===== config.mk =====
export PLATFORM = sky130hd
export DESIGN_NAME = spi_ctl_irq
export DESIGN_NICKNAME = d
export VERILOG_FILES = /design/src/rtl/spi_ctl_pkg.sv /design/src/rtl/spi_ctl_regfile.sv /design/src/rtl/spi_ctl_flags.sv /design/src/rtl/spi_ctl_irq_gen.sv /design/src/rtl/spi_ctl_irq.sv
export SDC_FILE = /design/constraint.sdc
export NUM_CORES = 1
export LEC_CHECK = 0
export ABC_AREA = 0
export BUFFER_PORTS_ARGS = -buffer_cell sky130_fd_sc_hd__buf_2
export CAP_MARGIN = 0
export CELL_PAD_IN_SITES_DETAIL_PLACEMENT = 0
export CELL_PAD_IN_SITES_GLOBAL_PLACEMENT = 1
export CORE_MARGIN = 5
export CORE_UTILIZATION = 30
export CTS_CLUSTER_DIAMETER = 50
export DETAILED_ROUTE_END_ITERATION = 8
export PLACE_DENSITY_LB_ADDON = 0.1
export SLEW_MARGIN = 10
export SYNTH_ARGS = -nofsm -noshare
export SYNTH_HDL_FRONTEND = slang
export SYNTH_SLANG_ARGS = --single-unit

===== constraint.sdc =====
create_clock -name clk -period 3.65 [get_ports clk]
set_input_delay 0.5475 -clock clk [delete_from_list [all_inputs] [get_ports clk]]
set_output_delay 0.5475 -clock clk [all_outputs]
set_load 0.05 [all_outputs]

===== src/rtl/spi_ctl_pkg.sv =====
package spi_ctl_pkg;

    localparam int CTRL_W = 6;
    localparam int ERR_N  = 3;

    // bit0 fn_en ... bit5 rxf_ie (layout decoded by software)
    typedef struct packed {
        logic rxf_ie;
        logic txe_ie;
        logic err_ie;
        logic mfd_en;
        logic master;
        logic fn_en;
    } ctrl_t;

    // bit0 mode fault, bit1 overrun, bit2 parity
    typedef struct packed {
        logic parity;
        logic overrun;
        logic modf;
    } err_t;

    typedef struct packed {
        logic sck_oe;
        logic mosi_oe;
        logic miso_oe;
        logic ss_oe;
    } pin_dir_t;

    function automatic pin_dir_t pick_dirs(input logic master, input logic mfd_en);
        pin_dir_t d;
        d.sck_oe  = master;
        d.mosi_oe = master;
        d.miso_oe = ~master;
        d.ss_oe   = master & ~mfd_en;
        return d;
    endfunction

    // A flagged mode fault blocks a 0->1 change of the enable only
    function automatic logic gate_enable(input logic req, input logic cur, input logic fault);
        return fault ? (cur & req) : req;
    endfunction

endpackage


===== src/rtl/spi_ctl_regfile.sv =====
module spi_ctl_regfile
    import spi_ctl_pkg::*;
(
    input  logic              clk,
    input  logic              rst,
    input  logic              wr_ctrl,
    input  logic [CTRL_W-1:0] wr_data,
    input  logic              modf_flag,
    output ctrl_t             ctrl_q,
    output ctrl_t             ctrl_d,
    output logic              fn_toggle,
    output logic              fn_fall
);

    ctrl_t req;

    always_comb begin
        req       = ctrl_t'(wr_data);
        ctrl_d    = ctrl_q;
        if (wr_ctrl) begin
            ctrl_d       = req;
            ctrl_d.fn_en = gate_enable(req.fn_en, ctrl_q.fn_en, modf_flag);
        end
        fn_toggle = ctrl_d.fn_en ^ ctrl_q.fn_en;
        fn_fall   = ctrl_q.fn_en & ~ctrl_d.fn_en;
    end

    always_ff @(posedge clk) begin
        if (rst) ctrl_q <= '0;
        else     ctrl_q <= ctrl_d;
    end

    a_r2_enable_locked: assert property (@(posedge clk) disable iff (rst)
        (modf_flag && !ctrl_q.fn_en) |=> !ctrl_q.fn_en);

endmodule


===== src/rtl/spi_ctl_flags.sv =====
module spi_ctl_flags
    import spi_ctl_pkg::*;
#(
    parameter int N = ERR_N
) (
    input  logic         clk,
    input  logic         rst,
    input  logic         wr_clr,
    input  logic [N-1:0] keep_mask,
    input  logic [N-1:0] set_vec,
    output logic [N-1:0] flags
);

    for (genvar i = 0; i < N; i++) begin : g_flag
        logic clr;
        assign clr = wr_clr & ~keep_mask[i];

        always_ff @(posedge clk) begin
            if (rst)             flags[i] <= 1'b0;
            else if (set_vec[i]) flags[i] <= 1'b1;
            else if (clr)        flags[i] <= 1'b0;
        end

        a_r9_sticky: assert property (@(posedge clk) disable iff (rst)
            (flags[i] && !clr) |=> flags[i]);
        a_r9_set_wins: assert property (@(posedge clk) disable iff (rst)
            set_vec[i] |=> flags[i]);
    end

endmodule


===== src/rtl/spi_ctl_irq_gen.sv =====
module spi_ctl_irq_gen (
    input  logic clk,
    input  logic rst,
    input  logic err_ie,
    input  logic rxf_ie,
    input  logic txe_ie_next,
    input  logic err_event,
    input  logic ev_tx_empty,
    input  logic ev_rx_full,
    input  logic fn_toggle,
    input  logic fn_fall,
    output logic irq_err,
    output logic irq_txe,
    output logic irq_rxf,
    output logic shift_rst
);

    always_ff @(posedge clk) begin
        if (rst) begin
            irq_err   <= 1'b0;
            irq_txe   <= 1'b0;
            irq_rxf   <= 1'b0;
            shift_rst <= 1'b0;
        end else begin
            irq_err   <= err_ie & err_event;
            irq_txe   <= txe_ie_next & (ev_tx_empty | fn_toggle);
            irq_rxf   <= rxf_ie & ev_rx_full;
            shift_rst <= fn_fall;
        end
    end

    a_r3_err_needs_enable: assert property (@(posedge clk) disable iff (rst)
        irq_err |-> $past(err_ie));
    a_r6_rxf_needs_event: assert property (@(posedge clk) disable iff (rst)
        irq_rxf |-> $past(ev_rx_full));

endmodule


===== src/rtl/spi_ctl_irq.sv =====
module spi_ctl_irq
    import spi_ctl_pkg::*;
(
    input  logic              clk,
    input  logic              rst,
    input  logic              wr_en,
    input  logic              wr_sel,
    input  logic [CTRL_W-1:0] wr_data,
    input  logic              ev_mode_fault,
    input  logic              ev_overrun,
    input  logic              ev_parity,
    input  logic              ev_tx_empty,
    input  logic              ev_rx_full,
    output logic [CTRL_W-1:0] ctrl_q,
    output logic [ERR_N-1:0]  flags_q,
    output logic              irq_err,
    output logic              irq_txe,
    output logic              irq_rxf,
    output logic              sck_oe,
    output logic              mosi_oe,
    output logic              miso_oe,
    output logic              ss_oe,
    output logic              shift_rst
);

    ctrl_t    ctrl_cur;
    ctrl_t    ctrl_nxt;
    err_t     flag_s;
    err_t     set_s;
    pin_dir_t dirs;
    logic     fn_toggle;
    logic     fn_fall;
    logic     armed;

    spi_ctl_regfile u_regs (
        .clk       (clk),
        .rst       (rst),
        .wr_ctrl   (wr_en & ~wr_sel),
        .wr_data   (wr_data),
        .modf_flag (flag_s.modf),
        .ctrl_q    (ctrl_cur),
        .ctrl_d    (ctrl_nxt),
        .fn_toggle (fn_toggle),
        .fn_fall   (fn_fall)
    );

    always_comb begin
        set_s.modf    = ev_mode_fault & ctrl_cur.mfd_en;
        set_s.overrun = ev_overrun;
        set_s.parity  = ev_parity;
    end

    spi_ctl_flags #(.N(ERR_N)) u_flags (
        .clk       (clk),
        .rst       (rst),
        .wr_clr    (wr_en & wr_sel),
        .keep_mask (wr_data[ERR_N-1:0]),
        .set_vec   (set_s),
        .flags     (flag_s)
    );

    spi_ctl_irq_gen u_irq (
        .clk         (clk),
        .rst         (rst),
        .err_ie      (ctrl_cur.err_ie),
        .rxf_ie      (ctrl_cur.rxf_ie),
        .txe_ie_next (ctrl_nxt.txe_ie),
        .err_event   (|set_s),
        .ev_tx_empty (ev_tx_empty),
        .ev_rx_full  (ev_rx_full),
        .fn_toggle   (fn_toggle),
        .fn_fall     (fn_fall),
        .irq_err     (irq_err),
        .irq_txe     (irq_txe),
        .irq_rxf     (irq_rxf),
        .shift_rst   (shift_rst)
    );

    assign dirs    = pick_dirs(ctrl_cur.master, ctrl_cur.mfd_en);
    assign sck_oe  = dirs.sck_oe;
    assign mosi_oe = dirs.mosi_oe;
    assign miso_oe = dirs.miso_oe;
    assign ss_oe   = dirs.ss_oe;
    assign ctrl_q  = ctrl_cur;
    assign flags_q = flag_s;

    always_ff @(posedge clk) begin
        if (rst) armed <= 1'b0;
        else     armed <= 1'b1;
    end

    a_r4_toggle_raises_txe: assert property (@(posedge clk) disable iff (rst || !armed)
        ((ctrl_cur.fn_en != $past(ctrl_cur.fn_en)) && ctrl_cur.txe_ie) |-> irq_txe);
    a_r8_fall_resets: assert property (@(posedge clk) disable iff (rst || !armed)
        $fell(ctrl_cur.fn_en) |-> shift_rst);
    a_r8_reset_only_on_fall: assert property (@(posedge clk) disable iff (rst)
        shift_rst |-> !ctrl_cur.fn_en);
    a_r7_slave_select_dir: assert property (@(posedge clk) disable iff (rst)
        ss_oe |-> (sck_oe && !miso_oe && !ctrl_cur.mfd_en));

endmodule


==> flow_summary.toml, run 1 <==
[run_status]
outcome = "complete, no violations"

[synthesis]
synthCells = 54
yosysSeqAreaShare_pct = 50.7
syn_avg_cell_area_um2 = 9.50
syn-cell-area_um2 = 513
ys_ff_latch = 13
syn_nets = 70
yosys_warnings = 0
ys_types = 17

[critical_path]
endpoint_kind = "output pin"
startpoint = "u_regs.ctrl_q[1]$_SDFFE_PP0N_"
r2r_start = "u_flags.flags[0]$_SDFFE_PP0P_"
r2r_cells = 5
rrSetupSlack_ns = 2.38
critical_path_class = "flip-flop to output pin"
worstPathRequired_ns = 3.10
crit_end = "ss_oe"
cp_top_family = "flip-flops"
crit_arrival_ns = 1.06
critPathSlowestCell = "dfxtp_1"
rr_endpoint = "u_irq.irq_txe$_SDFF_PP0_"
cp-start-kind = "flip-flop"
crit_buf_inv = 2
slowest_delay_ns = 0.38
path_max_fanout = 5
cp.depth = 3
crit_path_cell_trace = "inv_1 > nor2_1 > buf_2"

[placement]
dpl-instance-area_um2 = 637
portBuffers = 31
gp_congestion = 0.677
dpl.hpwl_um = 925

[die]
die_x_um = 51.4
die_area_mm2 = 0.00264
coreArea_mm2 = 0.00167
fp.dieH_um = 51.4
io_pins = 32
rows = 15
start_util_pct = 30.7

[cells_and_area]
n_antenna_cell = 0
fillers = 182
areaGrowthSynthToFinish_pct = 29.3
final_area_um2 = 663
final_common_cell = "buf_2"
drive_above_1_share_pct = 42.7
final_util_pct = 39.7
nets = 99
mostFrequentLayoutCells = "buf_2, dfxtp_1, nor2_1"

[clocking]
path_clk_slew_ns = 0.08
postCtsSetupRepairBufs = 0
cts-root-buf = "clkbuf_4"
cts_buffer_depth = 2
clock_insertion_delay_worst_skew_ns = 0.27
h-tree-depth = 1
cts_sinks = 13
cts-resized-gates = 0
cts_hold_buffers = 0
tritoncts.num_buffers = 3
cts_tree = "built"

[drt]
drtIter0Drc = 3
wl_per_cell_um = 11.5
first_pass_iters = 5
post-route-drc-count = 0
num_vias = 436
ant_nets = 0
drt-total-wl_mm = 1.14
via_per_inst = 4.40

[global_route]
grt_usage_pct = 9.38
grt_pass1_vias = 427
grt_overflow = 0
antenna_found_initial = 0
grt_max_degree = 14
grt_pass1_wl_mm = 1.83

[sta]
finalSetupViolations = 0
worst_pin_slew_ns = 0.368
finalClockSkew_ns = 0.00601
maxSlewHeadroom_pct = 75.5
rsz0062_at_grt = "false"
finalHoldViolations = 0
holdWs_ns = 0.442
tns_ns = 0
fmax_mhz = 624
layout_min_cycle_time_ns = 1.60
final.period_utilization_pct = 43.9
slew_violations = 0

[job]
cap_violations = 0

[power]
power_density_mw_per_mm2 = 460
power.leakage_nw = 0.362
ir_drop_uv = 200

[hold_path]
hp-class = "flip-flop to flip-flop"
cells by family after synthesis:
kind of cell,synth area share (%)
compound gates,8.78
fa+ha+maj,2.44
buf+inv,13.2
flops,50.7
mux,9.76
simple gates,15.1
flip-flops by register name (all words and copies together) (netlist names):
name	flops
u_irq.shift_rst	1
u_irq.irq_err	1
u_irq.irq_txe	1
u_irq.irq_rxf	1
u_regs.ctrl_q	6
u_flags.flags	3
cell usage after synthesis:
| cell type | count | area, µm² |
|---|---|---|
| a21oi_1 | 3 | 15.0 |
| a311oi_1 | 1 | 8.76 |
| buf_4 | 5 | 37.5 |
| buf_6 | 1 | 11.3 |
| clkbuf_1 | 1 | 3.75 |
| dfxtp_1 | 13 | 260 |
| ha_1 | 1 | 12.5 |
| inv_1 | 4 | 15.0 |
| mux2i_1 | 5 | 50.1 |
| nand2_1 | 3 | 11.3 |
| nand2b_1 | 1 | 6.26 |
| nor2_1 | 8 | 30.0 |
| nor2b_1 | 2 | 12.5 |
| nor3_2 | 1 | 10.0 |
| nor3b_1 | 1 | 7.51 |
| o21ai_0 | 3 | 15.0 |
| o22ai_1 | 1 | 6.26 |
report_power, final:
group	switching (mW)	internal, mW	total [mW]
sequential	0.00381	0.149	0.152
clock	0.0448	0.0423	0.0872
combinational	0.0471	0.0187	0.0658
total	0.0958	0.209	0.305
worst min-delay path: stages (launching register included):
cell and delay (ns):
dfxtp_1 0.32, nand2_1 0.05, nor2_1 0.03
area by class of cell:
| type | instances | area, µm² | area share [%] |
|---|---|---|---|
| sequential | 13 | 260 | 39.2 |
| multi-input combinational | 30 | 185 | 27.9 |
| clock buffer | 4 | 26.3 | 3.96 |
| timing repair buffer | 31 | 155 | 23.4 |
| inverter | 4 | 15.0 | 2.26 |
| tap | 17 | 21.3 | 3.21 |
how the worst min path moves through the flow:
stage | startpoint | endpoint | slack [ns] | depth (start not counted)
2_1_floorplan | u_regs.ctrl_q[3]$_SDFFE_PP0N_ | u_irq.irq_err$_SDFF_PP0_ | 0.42 | 2
3_3_place_gp | u_regs.ctrl_q[5]$_SDFFE_PP0N_ | u_irq.irq_rxf$_SDFF_PP0_ | 0.44 | 2
3_5_place_dp | u_regs.ctrl_q[5]$_SDFFE_PP0N_ | u_irq.irq_rxf$_SDFF_PP0_ | 0.44 | 2
4_1_cts | u_regs.ctrl_q[5]$_SDFFE_PP0N_ | u_irq.irq_rxf$_SDFF_PP0_ | 0.45 | 2
5_1_grt | u_regs.ctrl_q[3]$_SDFFE_PP0N_ | u_irq.irq_err$_SDFF_PP0_ | 0.49 | 2
6_report | u_regs.ctrl_q[5]$_SDFFE_PP0N_ | u_irq.irq_rxf$_SDFF_PP0_ | 0.44 | 2
per-stage QoR:
stage | setup WS, ns | instances | power [mW]
floorplan | 1.31 | 54 | 0.207
global placement | 1.88 | 95 | 0.222
detailed placement | 1.84 | 95 | 0.222
CTS | 2.03 | 99 | 0.311
global route | 1.95 | 99 | 0.320
finish | 2.05 | 99 | 0.305
routing by layer:
metal	part of all wire, %	up-vias	GRT usage (%)	wire, µm
li1	-	225	-	-
met1	45	191	11.4	510
met2	45	20	14.6	514
met3	10	0	5.54	117
met4	0	0	1.31	0
met5	0	-	0	0
No activity file was read; power rests on OpenSTA's default activity.
==> run 2, diff against run 1 <==
--- a/config.mk
+++ b/config.mk
@@ -11,7 +11,7 @@
 export CELL_PAD_IN_SITES_DETAIL_PLACEMENT = 0
 export CELL_PAD_IN_SITES_GLOBAL_PLACEMENT = 1
 export CORE_MARGIN = 5
-export CORE_UTILIZATION = 30
+export CORE_UTILIZATION = 27
 export CTS_CLUSTER_DIAMETER = 50
 export DETAILED_ROUTE_END_ITERATION = 8
 export PLACE_DENSITY_LB_ADDON = 0.1
==> constraint.sdc (replaced) <==
create_clock -name clk -period 1.6 [get_ports clk]
set_input_delay 0.24 -clock clk [delete_from_list [all_inputs] [get_ports clk]]
set_output_delay 0.24 -clock clk [all_outputs]
set_load 0.05 [all_outputs]
==> flow_summary.toml, run 2 (synthesis gave the netlist of run 1 again) <==
[placement]
preCtsSetupSlack_ns = 0.343
dpl.hpwl_um = 923
gp_congestion = 0.638
dp_cells = 104
portBuffers = 31

[clocking]
cts-resized-gates = 0
cts_tree = "built"
path_clk_slew_ns = 0.08
clock_insertion_delay_worst_skew_ns = 0.27
cts-root-buf = "clkbuf_4"
tritoncts.num_buffers = 3
postCtsSetupRepairBufs = 0
cts_buffer_depth = 2
cts_hold_buffers = 0
h-tree-depth = 1
cts_sinks = 13

[die]
start_util_pct = 29.1
die_x_um = 53.6
fp.dieH_um = 53.6
coreArea_mm2 = 0.00176
io_pins = 32
die_area_mm2 = 0.00287
rows = 15

[cells_and_area]
largest_reg_flops = 6
regMostFlops = "u_regs.ctrl_q"
areaGrowthSynthToFinish_pct = 35.1
drive_above_1_share_pct = 47.0
reg_top3 = "u_regs.ctrl_q: 6 flops, u_flags.flags: 3 flops"
mostFrequentLayoutCells = "buf_2, dfxtp_1, nor2_1"
final_common_cell = "buf_2"
nets = 100
finalNonFillerCells = 108
n_antenna_cell = 0

[drt]
top_layer_used = "met4"
wl_met2_um = 537
via_per_inst = 4.16
drt-total-wl_mm = 1.16
wl_per_cell_um = 10.7
post-route-drc-count = 0
wl_met1_um = 480
drtIter0Drc = 8
first_pass_iters = 3
ant_nets = 0
met3WireLength_um = 129
num_vias = 449

[critical_path]
crit_arrival_ns = 1.08
crit_path_cell_trace = "clkinvlp_4 > nor2_4 > buf_2"
crit_buf_inv = 2
path_max_fanout = 5
cp.depth = 3
worstPathRequired_ns = 1.36
critical_path_class = "flip-flop to output pin"
cp-start-kind = "flip-flop"
endpoint_kind = "output pin"
critPathSlowestCell = "dfxtp_2"
r2r_cells = 5
slowest_delay_ns = 0.38
cp_top_family = "flip-flops"

[global_route]
grt_max_degree = 14
grt_pass1_wl_mm = 1.79
grt_usage_pct = 9.10
grt_pass1_vias = 395
grt_overflow = 0
antenna_found_initial = 0

[sta]
worst_pin_slew_ns = 0.235
layout_setup_ws_ns = 0.282
rsz0062_at_grt = "false"
finalSetupViolations = 0
fmax_mhz = 758
maxSlewHeadroom_pct = 83.9
finalClockSkew_ns = 0.00628
tns_ns = 0
layout_min_cycle_time_ns = 1.32
final.period_utilization_pct = 82.4
slew_violations = 0
finalHoldViolations = 0

[run_status]
outcome = "complete, no violations"

[power]
ir_drop_uv = 470
power.leakage_nw = 0.366
power_density_mw_per_mm2 = 1010
power_uw = 697

[hold_path]
hp-class = "input port to flip-flop"
hold_path_depth = 3

[job]
cap_violations = 0
run 2: per-stage QoR:
stage	hold WS, ns	area (µm²)	util [%]
3_3_place_gp	0.435	667	37.8
4_1_cts	0.167	693	39.3
2_1_floorplan	0.310	526	-
6_report	0.183	693	39.3
3_5_place_dp	0.437	667	37.8
5_1_grt	0.165	693	39.3
run 2: path summary, 6_finish.rpt:
check                                                   start  slack [ns]                  endpoint
worst max-delay path            u_regs.ctrl_q[1]$_SDFFE_PP0N_        0.28                     ss_oe
worst min-delay path                               ev_rx_full        0.18  u_irq.irq_rxf$_SDFF_PP0_
worst max register to register  u_flags.flags[0]$_SDFFE_PP0P_        0.35  u_irq.irq_txe$_SDFF_PP0_
worst min register to register  u_regs.ctrl_q[5]$_SDFFE_PP0N_        0.44  u_irq.irq_rxf$_SDFF_PP0_
run 2: worst min-delay path: cells and delay by family:
| kind | cells | cell delay [ns] |
|---|---|---|
| simple gates | 2 | 0.08 |
| buf+inv | 1 | 0.09 |
run 2: where the power goes:
group / total (mW) / internal, mW / switching, mW
combinational: 0.154 / 0.0449 / 0.109
clock: 0.195 / 0.0964 / 0.0983
sequential: 0.348 / 0.339 / 0.00930
total: 0.697 / 0.480 / 0.216
run 2: final cells by class:
type	count	area [µm²]
Fill cell	208	1070
Sequential cell	13	262
Multi-Input combinational cell	30	193
Timing Repair Buffer	32	163
Tap cell	25	31.3
Clock buffer	4	26.3
Inverter	4	18.8
run 2: per-layer routing:
| metal | vias up | global-route usage (%) |
|---|---|---|
| li1 | 231 | - |
| met5 | - | 0 |
| met1 | 198 | 10.6 |
| met2 | 18 | 13.1 |
| met4 | 0 | 6.38 |
| met3 | 2 | 4.16 |
==> run 3, diff against run 2 <==
--- a/config.mk
+++ b/config.mk
@@ -5,7 +5,7 @@
 export SDC_FILE = /design/constraint.sdc
 export NUM_CORES = 1
 export LEC_CHECK = 0
-export ABC_AREA = 0
+export ABC_AREA = 1
 export BUFFER_PORTS_ARGS = -buffer_cell sky130_fd_sc_hd__buf_2
 export CAP_MARGIN = 0
 export CELL_PAD_IN_SITES_DETAIL_PLACEMENT = 0
==> constraint.sdc (replaced) <==
create_clock -name clk -period 1.32 [get_ports clk]
set_input_delay 0.198 -clock clk [delete_from_list [all_inputs] [get_ports clk]]
set_output_delay 0.198 -clock clk [all_outputs]
set_load 0.05 [all_outputs]
==> flow_summary.toml, run 3 <==
[run_status]
outcome = "complete, no violations"

[critical_path]
cp-start-kind = "flip-flop"
crit_arrival_ns = 1.06
cp_top_family = "flip-flops"
critical_path_class = "flip-flop to output pin"
rr_endpoint = "u_irq.irq_txe$_SDFF_PP0_"
slowest_delay_ns = 0.38
endpoint_kind = "output pin"
r2r_cells = 8
worstPathRequired_ns = 1.12
r2r_start = "u_flags.flags[0]$_SDFFE_PP0P_"
path_max_fanout = 5
crit_buf_inv = 2
crit_path_cell_trace = "clkinvlp_4 > nor2_4 > clkbuf_4"
rrSetupSlack_ns = 0.24
critPathSlowestCell = "dfxtp_4"

[hold_path]
hp-class = "input port to flip-flop"
min_from = "ev_rx_full"
hold_path_depth = 3
hold_path_end = "u_irq.irq_rxf$_SDFF_PP0_"

[sta]
layout_min_cycle_time_ns = 1.26
rsz0062_at_grt = "false"
finalSetupViolations = 0
maxSlewHeadroom_pct = 83.4
finalHoldViolations = 0
final.period_utilization_pct = 95.1
worst_pin_slew_ns = 0.251
slew_violations = 0
tns_ns = 0
finalClockSkew_ns = 0.000456
fmax_mhz = 797

[global_route]
grt-busiest-layer = "met2"
grt_pass1_vias = 478
grt_pass1_wl_mm = 1.90
gr-usage-met1_pct = 10.2
grt_max_degree = 8
grt_usage_pct = 9.21
antenna_found_initial = 0
grt_overflow = 0
use_met3_pct = 2.68
gr-usage-met2_pct = 15.2

[power]
power_density_mw_per_mm2 = 1220
p_switching_uw = 309
power.leakage_nw = 0.410
comb_power_share_pct = 25.8
intPower_uw = 594
seq_power_share_pct = 47.7
clkPwrFrac_pct = 26.6
ir_drop_uv = 411
swShare_pct = 34.2

[job]
cap_violations = 0

[clocking]
cts_tree = "built"
cts_buffer_depth = 2
path_clk_slew_ns = 0.08
tritoncts.num_buffers = 3
cts_hold_buffers = 0
cts_sinks = 13
h-tree-depth = 1
cts-root-buf = "clkbuf_4"
clock_insertion_delay_worst_skew_ns = 0.27

[synthesis]
yosys.area.top_type_share_pct = 47.7
ys_top_cells_by_area = "dfxtp_1, inv_1, nor2_1"
ys_ff_latch = 13
syn-cell-area_um2 = 546
synth_flop_cell = "dfxtp_1"
syn_avg_cell_area_um2 = 7.37
synth_most_common_cell = "inv_1"
synth_common_cells = "inv_1, dfxtp_1, nor2_1, nand2_1, nand3_1"
async_flop_share_pct = 0
yosys_warnings = 0
synth_edf_count = 0
syn_nets = 90
synthCells = 74
yosysSeqAreaShare_pct = 47.7
yosysTopAreaCell = "dfxtp_1"
ys_types = 13

[cells_and_area]
drive_above_1_share_pct = 42.3
reg_top3 = "u_regs.ctrl_q: 6 flops, u_flags.flags: 3 flops"
final_common_cell = "buf_2"
nets = 121
n_antenna_cell = 0
final_area_um2 = 742
fillers = 238
mostFrequentLayoutCells = "buf_2, inv_1, nor2_1"
areaGrowthSynthToFinish_pct = 36.0
largest_reg_flops = 6
regMostFlops = "u_regs.ctrl_q"

[placement]
dpl.hpwl_mm = 1.08
dpl-instance-area_um2 = 713
gp_congestion = 0.756
portBuffers = 31

[die]
die_x_um = 55.0
io_pins = 32
coreArea_mm2 = 0.00194
die_area_mm2 = 0.00302
start_util_pct = 28.1
fp.dieH_um = 55.0
rows = 16

[drt]
ant_nets = 0
post-route-drc-count = 0
drt-total-wl_mm = 1.28
first_pass_iters = 4
drtIter0Drc = 4
num_vias = 528
via_per_inst = 4.03
wl_per_cell_um = 9.76
==> run 3: worst min-delay path, delay by kind of cell <==
| kind | cells | cell delay, ns |
|---|---|---|
| and+or+nand+nor | 2 | 0.11 |
| buffers and inverters | 1 | 0.07 |
==> run 3: worst max path at each step <==
stage | from | end | slack [ns] | cells after the start
2_1_floorplan | u_regs.ctrl_q[1]$_SDFFE_PP0N_ | ss_oe | -0.009 | 2
3_3_place_gp | wr_sel | u_irq.irq_txe$_SDFF_PP0_ | 0.14 | 10
3_5_place_dp | wr_sel | u_irq.irq_txe$_SDFF_PP0_ | 0.11 | 10
4_1_cts | u_regs.ctrl_q[1]$_SDFFE_PP0N_ | ss_oe | 0.01 | 3
5_1_grt | u_regs.ctrl_q[1]$_SDFFE_PP0N_ | ss_oe | 0.006 | 3
6_report | u_regs.ctrl_q[1]$_SDFFE_PP0N_ | ss_oe | 0.06 | 3
==> run 3: repair_timing <==
action                     4_1_cts  5_1_grt
setup endpoints to repair        0        1
gates resized for setup          0        1
setup buffers                    0        0
==> run 3: logic make-up after synthesis <==
logic type | Yosys count | synth area share [%]
AOI/OAI and AO/OA | 8 | 7.57
adders and majority gates | 1 | 2.29
buffers and inverters | 21 | 17.9
DFF | 13 | 47.7
and+or+nand+nor | 31 | 24.5
==> run 3: layer usage <==
layer	up-vias	part of all wire, %
li1	281	-
met1	227	42
met2	18	48
met3	2	9.0
met4	0	1.0
met5	-	0
==> run 3: power by group through the flow <==
stage | registers, mW | logic, mW | clock network, mW
CTS | 0.431 | 0.236 | 0.255
global placement | 0.440 | 0.235 | 0
detailed placement | 0.440 | 0.235 | 0
finish | 0.430 | 0.233 | 0.240
global route | 0.434 | 0.254 | 0.268
floorplan | 0.501 | 0.118 | 0
==> run 3: cell type report <==
type | instances | area, µm² | area share (%)
clock buffer | 4 | 26.3 | 3.54
inverter | 16 | 63.8 | 8.60
multi-input combinational | 40 | 195 | 26.3
sequential | 13 | 265 | 35.8
tap | 27 | 33.8 | 4.55
timing repair buffer | 31 | 158 | 21.2
==> run 3: through the flow <==
step / std cells / utilization [%] / power (mW) / hold slack (ns) / setup slack [ns]
6_report: 131 / 38.2 / 0.903 / 0.151 / 0.0645
5_1_grt: 131 / 38.2 / 0.956 / 0.159 / 0.00597
4_1_cts: 131 / 38.1 / 0.921 / 0.142 / 0.0119
3_5_place_dp: 127 / 36.7 / 0.675 / 0.426 / 0.106
3_3_place_gp: 127 / 36.7 / 0.675 / 0.420 / 0.141
2_1_floorplan: 74 / - / 0.619 / 0.257 / -0.00929
